===== src/rtl/pal_mc_pkg.sv =====
package pal_mc_pkg;
  typedef enum logic [1:0] {
    PIN_IN   = 2'd0,
    PIN_COMB = 2'd1,
    PIN_REG  = 2'd2
  } pin_mode_e;

  function automatic pin_mode_e mode_of(input logic oe, input logic rsel);
    if (!oe)  return PIN_IN;
    if (rsel) return PIN_REG;
    return PIN_COMB;
  endfunction
endpackage


===== src/rtl/pal_and_or_plane.sv =====
module pal_and_or_plane #(
  parameter int N_IN = 8,
  parameter int N_MC = 4,
  parameter int N_PT = 4,
  localparam int N_LIT = N_IN + N_MC,
  localparam int MASK_W = 2 * N_LIT,
  localparam int CFG_W = N_MC * N_PT * MASK_W
) (
  input  logic [N_IN-1:0]  in_i,
  input  logic [N_MC-1:0]  pin_in,
  input  logic [N_MC-1:0]  q_in,
  input  logic [CFG_W-1:0] cfg_and,
  input  logic [N_MC-1:0]  cfg_inv,
  input  logic [N_MC-1:0]  cfg_reg,
  input  logic [N_MC-1:0]  cfg_oe,
  output logic [N_MC-1:0]  sum_o
);
  always_comb begin
    logic [N_MC-1:0]   fbv;
    logic [N_MC-1:0]   res;
    logic [N_LIT-1:0]  lits;
    logic [MASK_W-1:0] m;
    logic acc, term, used, ok;
    fbv = '0;
    res = '0;
    for (int k = 0; k < N_MC; k++) begin
      lits = {fbv, in_i};
      acc = 1'b0;
      for (int t = 0; t < N_PT; t++) begin
        m = cfg_and[(k*N_PT + t)*MASK_W +: MASK_W];
        used = 1'b0;
        term = 1'b1;
        for (int i = 0; i < N_LIT; i++) begin
          ok = (i < N_IN + k);
          used = used | (ok & (m[2*i] | m[2*i+1]));
          if (ok & m[2*i]   & ~lits[i]) term = 1'b0;
          if (ok & m[2*i+1] &  lits[i]) term = 1'b0;
        end
        acc = acc | (used & term);
      end
      res[k] = acc ^ cfg_inv[k];
      fbv[k] = cfg_oe[k] ? (cfg_reg[k] ? q_in[k] : res[k]) : pin_in[k];
    end
    sum_o = res;
  end
endmodule


===== src/rtl/pal_out_cell.sv =====
module pal_out_cell
  import pal_mc_pkg::*;
(
  input  logic clk,
  input  logic rst,
  input  logic sum_i,
  input  logic oe_i,
  input  logic rsel_i,
  output logic q_o,
  output logic pad_o,
  output logic pad_oe
);
  pin_mode_e mode;

  always_ff @(posedge clk) begin
    if (rst) q_o <= 1'b0;
    else     q_o <= sum_i;
  end

  always_comb begin
    mode = mode_of(oe_i, rsel_i);
    unique case (mode)
      PIN_REG:  pad_o = q_o;
      PIN_COMB: pad_o = sum_i;
      default:  pad_o = 1'b0;
    endcase
    pad_oe = (mode != PIN_IN);
  end
endmodule


===== src/rtl/pal_macrocell_block.sv =====
module pal_macrocell_block #(
  parameter int N_IN = 8,
  parameter int N_MC = 4,
  parameter int N_PT = 4,
  localparam int N_LIT = N_IN + N_MC,
  localparam int CFG_W = N_MC * N_PT * 2 * N_LIT
) (
  input  logic             clk,
  input  logic             rst,
  input  logic [N_IN-1:0]  in_i,
  input  logic [N_MC-1:0]  pad_i,
  input  logic [CFG_W-1:0] cfg_and,
  input  logic [N_MC-1:0]  cfg_inv,
  input  logic [N_MC-1:0]  cfg_reg,
  input  logic [N_MC-1:0]  cfg_oe,
  output logic [N_MC-1:0]  pad_o,
  output logic [N_MC-1:0]  pad_oe
);
  logic [N_MC-1:0] sum_w;
  logic [N_MC-1:0] q_w;

  pal_and_or_plane #(.N_IN(N_IN), .N_MC(N_MC), .N_PT(N_PT)) u_plane (
    .in_i    (in_i),
    .pin_in  (pad_i),
    .q_in    (q_w),
    .cfg_and (cfg_and),
    .cfg_inv (cfg_inv),
    .cfg_reg (cfg_reg),
    .cfg_oe  (cfg_oe),
    .sum_o   (sum_w)
  );

  for (genvar k = 0; k < N_MC; k++) begin : g_cell
    pal_out_cell u_cell (
      .clk    (clk),
      .rst    (rst),
      .sum_i  (sum_w[k]),
      .oe_i   (cfg_oe[k]),
      .rsel_i (cfg_reg[k]),
      .q_o    (q_w[k]),
      .pad_o  (pad_o[k]),
      .pad_oe (pad_oe[k])
    );
  end
endmodule


===== config.mk =====
export PLATFORM = sky130hd
export DESIGN_NAME = pal_macrocell_block
export DESIGN_NICKNAME = d
export VERILOG_FILES = /design/src/rtl/pal_mc_pkg.sv /design/src/rtl/pal_and_or_plane.sv /design/src/rtl/pal_out_cell.sv /design/src/rtl/pal_macrocell_block.sv
export SDC_FILE = /design/constraint.sdc
export NUM_CORES = 1
export LEC_CHECK = 0
export BUFFER_PORTS_ARGS = -buffer_cell sky130_fd_sc_hd__buf_2
export CAP_MARGIN = 15
export CORE_AREA = 5 5 158 160
export DETAILED_ROUTE_END_ITERATION = 8
export DIE_AREA = 0 0 163 165
export MAX_ROUTING_LAYER = met4
export PLACE_DENSITY = 0.41
export SLEW_MARGIN = 20
export SYNTH_ARGS = -nofsm -noshare
export SYNTH_HDL_FRONTEND = slang
export SYNTH_SLANG_ARGS = --single-unit

===== constraint.sdc =====
create_clock -name clk -period 7.7 [get_ports clk]
set_input_delay 0.77 -clock clk [delete_from_list [all_inputs] [get_ports clk]]
set_output_delay 0.77 -clock clk [all_outputs]
set_load 0.1 [all_outputs]

Word-level counts from Yosys, hierarchy flattened
Index checks and enable logic that the tools add are counted.
Widths: inputs -> output; s select.
{"block": "word_totals", "register_bits": 4, "in_bits": 410, "output_inout_bits": 8, "wordCells": 989}
{"block": "classes", "n_eq_ne": 8, "muxes": 338, "n_bitwise": 635, "n_reduce_logical": 4}
{"op": "$and 1x1->1", "n": 320}
{"op": "$mux 1", "n": 318}
{"op": "$or 1x1->1", "n": 300}
{"op": "$mux 2", "n": 16}
{"op": "$not 1->1", "n": 11}
{"op": "$eq 2x1->1 const B", "n": 4}
{"op": "$eq 2x2->1 const B", "n": 4}
{"op": "$pmux 1 s2", "n": 4}
{"op": "$reduce_bool 2->1", "n": 4}
{"op": "$xor 1x1->1", "n": 4}

Depth between registers and ports, before layout
{"block": "depth", "depth_word": 57, "ltp_mapped": 17, "depth_no_buf": 14}

By module
From an unflattened synthesis, not the netlist that was laid out.
{"block": "hier_totals", "cells_unflattened": 405, "area_unflattened_um2": 3170.5}
{"module": "pal_and_or_plane", "instances": 1, "cells_per_inst": 385, "area_per_inst_um2": 2985.4, "seq_area_each_um2": 0.0}
{"module": "pal_out_cell", "instances": 4, "cells_per_inst": 5, "area_per_inst_um2": 46.3, "seq_area_each_um2": 20.0}

Worst setup path after synthesis
OpenSTA, ideal clock, no wires.
{"block": "synth_timing", "kind": "input port to output port", "from": "in cfg_and[171]", "to": "out pad_o[3]", "t_arrival_ps": 4116, "required_time_ps": 6930, "path_slack_ps": 2814, "path_stages": 14, "cell_sequence": "or4_1 > or4_1 > a32oi_1 > o211ai_1 > or4_4 > a21oi_2 > or2_4 > nor2_2 > a2111oi_0 > nor4_2 > nand2_1 > a21boi_0 > nor3_1 > buf_4"}
{"block": "synth_via", "elab_chain_len": 42, "word_cells_on_any_way": 99}
{"item": "start: declaration", "line_no": "pal_macrocell_block.sv:12", "source": "input logic [CFG_W-1:0] cfg_and,"}
{"item": "$and 1x1->1", "line_no": "pal_and_or_plane.sv:37", "source": "if (ok & m[2*i+1] & lits[i]) term = 1'b0;"}
{"item": "$mux 1", "line_no": "pal_and_or_plane.sv:37"}
{"item": "$mux 1", "line_no": "pal_and_or_plane.sv:36", "source": "if (ok & m[2*i] & ~lits[i]) term = 1'b0;"}
{"item": "$mux 1", "line_no": "pal_and_or_plane.sv:37"}
{"item": "$mux 1", "line_no": "pal_and_or_plane.sv:36"}
{"item": "$mux 1", "line_no": "pal_and_or_plane.sv:37"}
{"item": "$mux 1", "line_no": "pal_and_or_plane.sv:36"}
{"item": "$mux 1", "line_no": "pal_and_or_plane.sv:37"}
{"item": "(+25 left out)"}
{"item": "$and 1x1->1", "line_no": "pal_and_or_plane.sv:36"}
{"item": "$mux 1", "line_no": "pal_and_or_plane.sv:36"}
{"item": "$mux 1", "line_no": "pal_and_or_plane.sv:37"}
{"item": "$and 1x1->1", "line_no": "pal_and_or_plane.sv:39", "source": "acc = acc | (used & term);"}
{"item": "$or 1x1->1 (2 in a row)", "line_no": "pal_and_or_plane.sv:39"}
{"item": "$or 1x1->1 *", "line_no": "pal_and_or_plane.sv:39"}
{"item": "$xor 1x1->1 *", "line_no": "pal_and_or_plane.sv:41", "source": "res[k] = acc ^ cfg_inv[k];"}
{"item": "$pmux 1 s2 *", "line_no": "pal_out_cell.sv:22", "source": "unique case (mode)"}
{"item": "end: declaration", "line_no": "pal_macrocell_block.sv:16", "source": "output logic [N_MC-1:0] pad_o,"}
Mark *: on every way between the ends. The rest lies on a longest branch, timed or not.

Final worst setup path
{"block": "layout_timing", "from": "in in_i[4]", "to": "out pad_o[3]"}
{"block": "layout_via", "elab_chain_len": 49, "word_cells_on_any_way": 299}
{"item": "start: declaration", "line_no": "pal_macrocell_block.sv:10", "source": "input logic [N_IN-1:0] in_i,"}
{"item": "$not 1->1", "line_no": "pal_and_or_plane.sv:36"}
{"item": "$and 1x1->1", "line_no": "pal_and_or_plane.sv:36"}
{"item": "$mux 1", "line_no": "pal_and_or_plane.sv:36"}
{"item": "$mux 1", "line_no": "pal_and_or_plane.sv:37"}
{"item": "$mux 1", "line_no": "pal_and_or_plane.sv:36"}
{"item": "$mux 1", "line_no": "pal_and_or_plane.sv:37"}
{"item": "$mux 1", "line_no": "pal_and_or_plane.sv:36"}
{"item": "$mux 1", "line_no": "pal_and_or_plane.sv:37"}
{"item": "(+32 left out)"}
{"item": "$and 1x1->1", "line_no": "pal_and_or_plane.sv:36"}
{"item": "$mux 1", "line_no": "pal_and_or_plane.sv:36"}
{"item": "$mux 1", "line_no": "pal_and_or_plane.sv:37"}
{"item": "$and 1x1->1", "line_no": "pal_and_or_plane.sv:39"}
{"item": "$or 1x1->1 (2 in a row)", "line_no": "pal_and_or_plane.sv:39"}
{"item": "$or 1x1->1 *", "line_no": "pal_and_or_plane.sv:39"}
{"item": "$xor 1x1->1 *", "line_no": "pal_and_or_plane.sv:41"}
{"item": "$pmux 1 s2 *", "line_no": "pal_out_cell.sv:22"}
Marked as above.

==> reports/qor.txt <==
Worst Hold Depth = 2
Total of flip-flops plus latches after synthesis = 4
Initial cell density of the core = 13.88%
Startpoint types = primary input
Overall via count from detail_route = 4,875
Critical Path Max Stage Delay = 0.70 ns
Number of vias per cell after detailed routing = 4.590
Library cell used as clock root buffer = sky130_fd_sc_hd__clkbuf_16
Clock tree from TritonCTS = built
Sort of element at the end of the critical path = output pin
Hold_ws = 0.7984 ns
Maximum clock frequency = 159.2 MHz
Wire length of the first global-routing pass = 30,240 um
Number of detailed-routing iterations run before antenna repair = 5
Post-layout worst setup margin = 1.417 ns
Total number of clock tree sinks = 4
Grt total ovfl = 0
Max-capacitance violation count = 0
Worst vdd ir = 66.78 uV
Worst R2R Path Depth = 12
Remaining max-slew budget at the tightest pin = 47.06%
Fraction of final layout cells with drive strength greater than 1 = 48.38%
Hold_sp = rst
Syn Area/Cell = 7.581 um^2
Mapped Cells = 426
Finish-stage setup viols = 0
Setup crit start = in_i[4]
Detailed placer's ending HPWL = 18,870 um
Initial antenna violation count = 3
Routed Antenna Nets = 0
Routed length per placed instance = 20.45 um
Synth-to-layout area growth = 62.65%
Max-slew violation count = 0
Die height = 165 um
Max Clock Skew = 0.003217 ns
CTS Hold Bufs = 0
Initial drt markers = 236
Unrepaired setup endpoints after global routing = false
Worst Hold Path EP = g_cell[0].u_cell.q_o
Metal3 WL = 1582 um
TritonCTS buffer count = 3
Distinct cells, synth = 52
Resized cells post-CTS = 0
Leading registers by flop count = g_cell.u_cell.q_o x4
CP delay by family, top = simple AND/OR/NAND/NOR gates
Worst skew pair latency = 0.22 ns
Data arrival time at the worst-slack endpoint = 5.51 ns
Number of I/O pins = 418
Port bufs = 336
Reg clk slew, reported paths = 0.03 ns
Worst slack after detailed placement = 1.332 ns
Netlist Area Pre-Place = 3229 um^2
Maximum fanout count along the critical path = 16
Top routing layer in use = met4
Critical path buffers and inverters = 3
Setup CP Type = primary input to output pin
Number of nets in the final layout = 1,152
Critical-path cell list = buf_2, mux2i_1, nand4_1, nor3_1, nor4_1, o2111ai_1, o2111a_1, buf_4, a21boi_2, nor2_1, a21boi_1, a2111oi_0, nor4_2, nand2_1, a21oi_1, nor3_1, buf_2
Count of warnings emitted by yosys = 0
Max FFs per register = 4
Count of standard-cell rows = 56
Total length of routed met2 wires = 10,520 um
Measured slew at the worst slew-check pin = 0.7868 ns
Fraction of the yosys area taken by sequential cells = 2.480%
Power Density = 68.27 nW/um^2
Net count after synthesis = 836
H-tree depth = 1
Time the worst path needs with I/O delays and setup = 6.283 ns
Total track usage = 15.15%
Buffers from clock root to sink, at most = 2
Instance area after placement = 5170 um^2
Post-synth top flop = sky130_fd_sc_hd__dfxtp_1
Startpoint of the worst-slack reg-to-reg timing path = g_cell[0].u_cell.q_o
Final core utilization = 22.58%
FF-to-FF setup slack = 4.19 ns
Reg with most FFs = g_cell.u_cell.q_o
Vias in the first global route = 5,111
Area enclosed by the die boundary = 26,900 um^2
Core area = 23,260 um^2
Fin crit share = 81.59%
Wire length after detailed routing = 21,720 um
Final RePlAce weighted congestion = 0.8461
Number of hold-slack violations in the final timing report = 0
Worst path slowest cell = sky130_fd_sc_hd__nor4_1
Classification of the worst-slack hold path = primary input to flip-flop
Fraction of registers with async set/reset = 0%
Final design instance area without fill = 5253 um^2
Number of DRC violations after detailed routing = 0
Leakage power total = 2.567 nW
Number of flops mapped to enable cells by yosys = 0
Largest net degree at the start of global routing = 17
Required time of the critical path = 6.93 ns
Routed metal-1 wire length = 9050 um
Sum of negative setup slack = 0 ns
Run status = finished clean
Die Width = 163 um
Setup fix buffers added after clock tree synthesis = 0
Endpoint of the worst-slack reg-to-reg timing path = g_cell[3].u_cell.q_o
cell families (layout without fill, tap and decap cells):
logic type                Yosys count  after routing  share of synthesized area, %
and+or+nand+nor                   208            208                         39.17
muxes                             140            140                         43.43
AOI/OAI and AO/OA                  36             36                         8.136
buffers and inverters              35            349                         5.967
DFF                                 4              4                         2.480
xor gates and xnor gates            3              3                        0.8138
other                               0              3                             0
stage by stage:
stage | power (mW) | instances
floorplan | 0.1416 | 426
global placement | 0.2780 | 1056
detailed placement | 0.2789 | 1056
CTS | 0.3647 | 1059
global route | 0.3863 | 1062
finish | 0.3586 | 1062
cells in the mapped netlist (2+ instances only):
cell type / n / area, um^2
sky130_fd_sc_hd__mux2i_1: 139 / 1391
sky130_fd_sc_hd__nor4_1: 72 / 450.4
sky130_fd_sc_hd__nand4_1: 31 / 193.9
sky130_fd_sc_hd__nand2_1: 27 / 101.4
sky130_fd_sc_hd__buf_2: 16 / 80.08
sky130_fd_sc_hd__nand3_1: 12 / 60.06
sky130_fd_sc_hd__nor2_1: 12 / 45.04
sky130_fd_sc_hd__or4_1: 12 / 90.09
sky130_fd_sc_hd__nor3_1: 10 / 50.05
sky130_fd_sc_hd__buf_4: 8 / 60.06
sky130_fd_sc_hd__inv_1: 6 / 22.52
sky130_fd_sc_hd__o21ai_0: 6 / 30.03
sky130_fd_sc_hd__a211oi_1: 5 / 37.54
sky130_fd_sc_hd__nand3b_1: 5 / 37.54
sky130_fd_sc_hd__a2111oi_0: 4 / 35.03
sky130_fd_sc_hd__and4_1: 4 / 35.03
sky130_fd_sc_hd__clkbuf_1: 4 / 15.01
sky130_fd_sc_hd__dfxtp_1: 4 / 80.08
sky130_fd_sc_hd__a21oi_1: 3 / 15.01
sky130_fd_sc_hd__nand2b_1: 3 / 18.77
sky130_fd_sc_hd__a21boi_0: 2 / 15.01
sky130_fd_sc_hd__a21boi_1: 2 / 15.01
sky130_fd_sc_hd__a21o_1: 2 / 15.01
sky130_fd_sc_hd__and3_1: 2 / 12.51
sky130_fd_sc_hd__nor2b_1: 2 / 12.51
sky130_fd_sc_hd__nor4_2: 2 / 25.02
sky130_fd_sc_hd__o2111ai_1: 2 / 17.52
sky130_fd_sc_hd__o211ai_1: 2 / 15.01
sky130_fd_sc_hd__o22ai_1: 2 / 12.51
sky130_fd_sc_hd__or3_2: 2 / 15.01
sky130_fd_sc_hd__xnor2_1: 2 / 17.52
worst register-to-register path: stages (launching register included):
cell and delay [ns]:
sky130_fd_sc_hd__dfxtp_1 0.32, sky130_fd_sc_hd__o21ai_0 0.14, sky130_fd_sc_hd__or3_1 0.36, sky130_fd_sc_hd__o2111a_1 0.18, sky130_fd_sc_hd__buf_4 0.23, sky130_fd_sc_hd__a21boi_2 0.19, sky130_fd_sc_hd__or2_4 0.26, sky130_fd_sc_hd__nor2_2 0.29
sky130_fd_sc_hd__mux2i_1 0.42, sky130_fd_sc_hd__a31oi_1 0.16, sky130_fd_sc_hd__nor3b_2 0.29, sky130_fd_sc_hd__mux2i_1 0.23, sky130_fd_sc_hd__mux2_1 0.33
report_power, final:
part | leakage, nW | switching [mW] | internal (mW)
combinational | 2.50 | 0.140 | 0.115
sequential | 0.0333 | 0.000418 | 0.0221
clock | 0.0370 | 0.0148 | 0.0664
total | 2.57 | 0.155 | 0.203
per-layer routing:
metal / global-route usage (%) / vias to the layer above
li1: - / 2388
met1: 19.08 / 2222
met2: 25.83 / 241
met3: 2.421 / 24
met4: 3.012 / 0
met5: - / -
cell type report:
| class | count | area (um^2) |
|---|---|---|
| fill | 2712 | 18010 |
| multi-input combinational | 387 | 2957 |
| timing repair buffer | 340 | 1712 |
| tap | 319 | 399.1 |
| sequential | 4 | 80.08 |
| clock buffer | 3 | 75.07 |
| inverter | 6 | 22.52 |
| antenna | 3 | 7.507 |
layout by cell type, fill, tap and decap left out, types with 5 or more instances in the layout:
cell,synthesis,routed
sky130_fd_sc_hd__a211oi_1,5,5
sky130_fd_sc_hd__buf_2,16,336
sky130_fd_sc_hd__inv_1,6,6
sky130_fd_sc_hd__mux2i_1,139,139
sky130_fd_sc_hd__nand2_1,27,27
sky130_fd_sc_hd__nand3_1,12,12
sky130_fd_sc_hd__nand3b_1,5,5
sky130_fd_sc_hd__nand4_1,31,31
sky130_fd_sc_hd__nor2_1,12,12
sky130_fd_sc_hd__nor3_1,10,10
sky130_fd_sc_hd__nor4_1,72,72
sky130_fd_sc_hd__o21ai_0,6,6
sky130_fd_sc_hd__or4_1,12,12
worst max-delay path by stage:
stage / endpoint / slack [ns] / depth (start not counted)
6_report: pad_o[3] / 1.42 / 17
5_1_grt: pad_o[3] / 0.97 / 17
4_1_cts: pad_o[3] / 1.33 / 17
3_5_place_dp: pad_o[3] / 1.33 / 17
3_3_place_gp: pad_o[3] / 1.41 / 17
2_1_floorplan: pad_o[3] / 2.81 / 14
(Power assumes the default switching activity.)
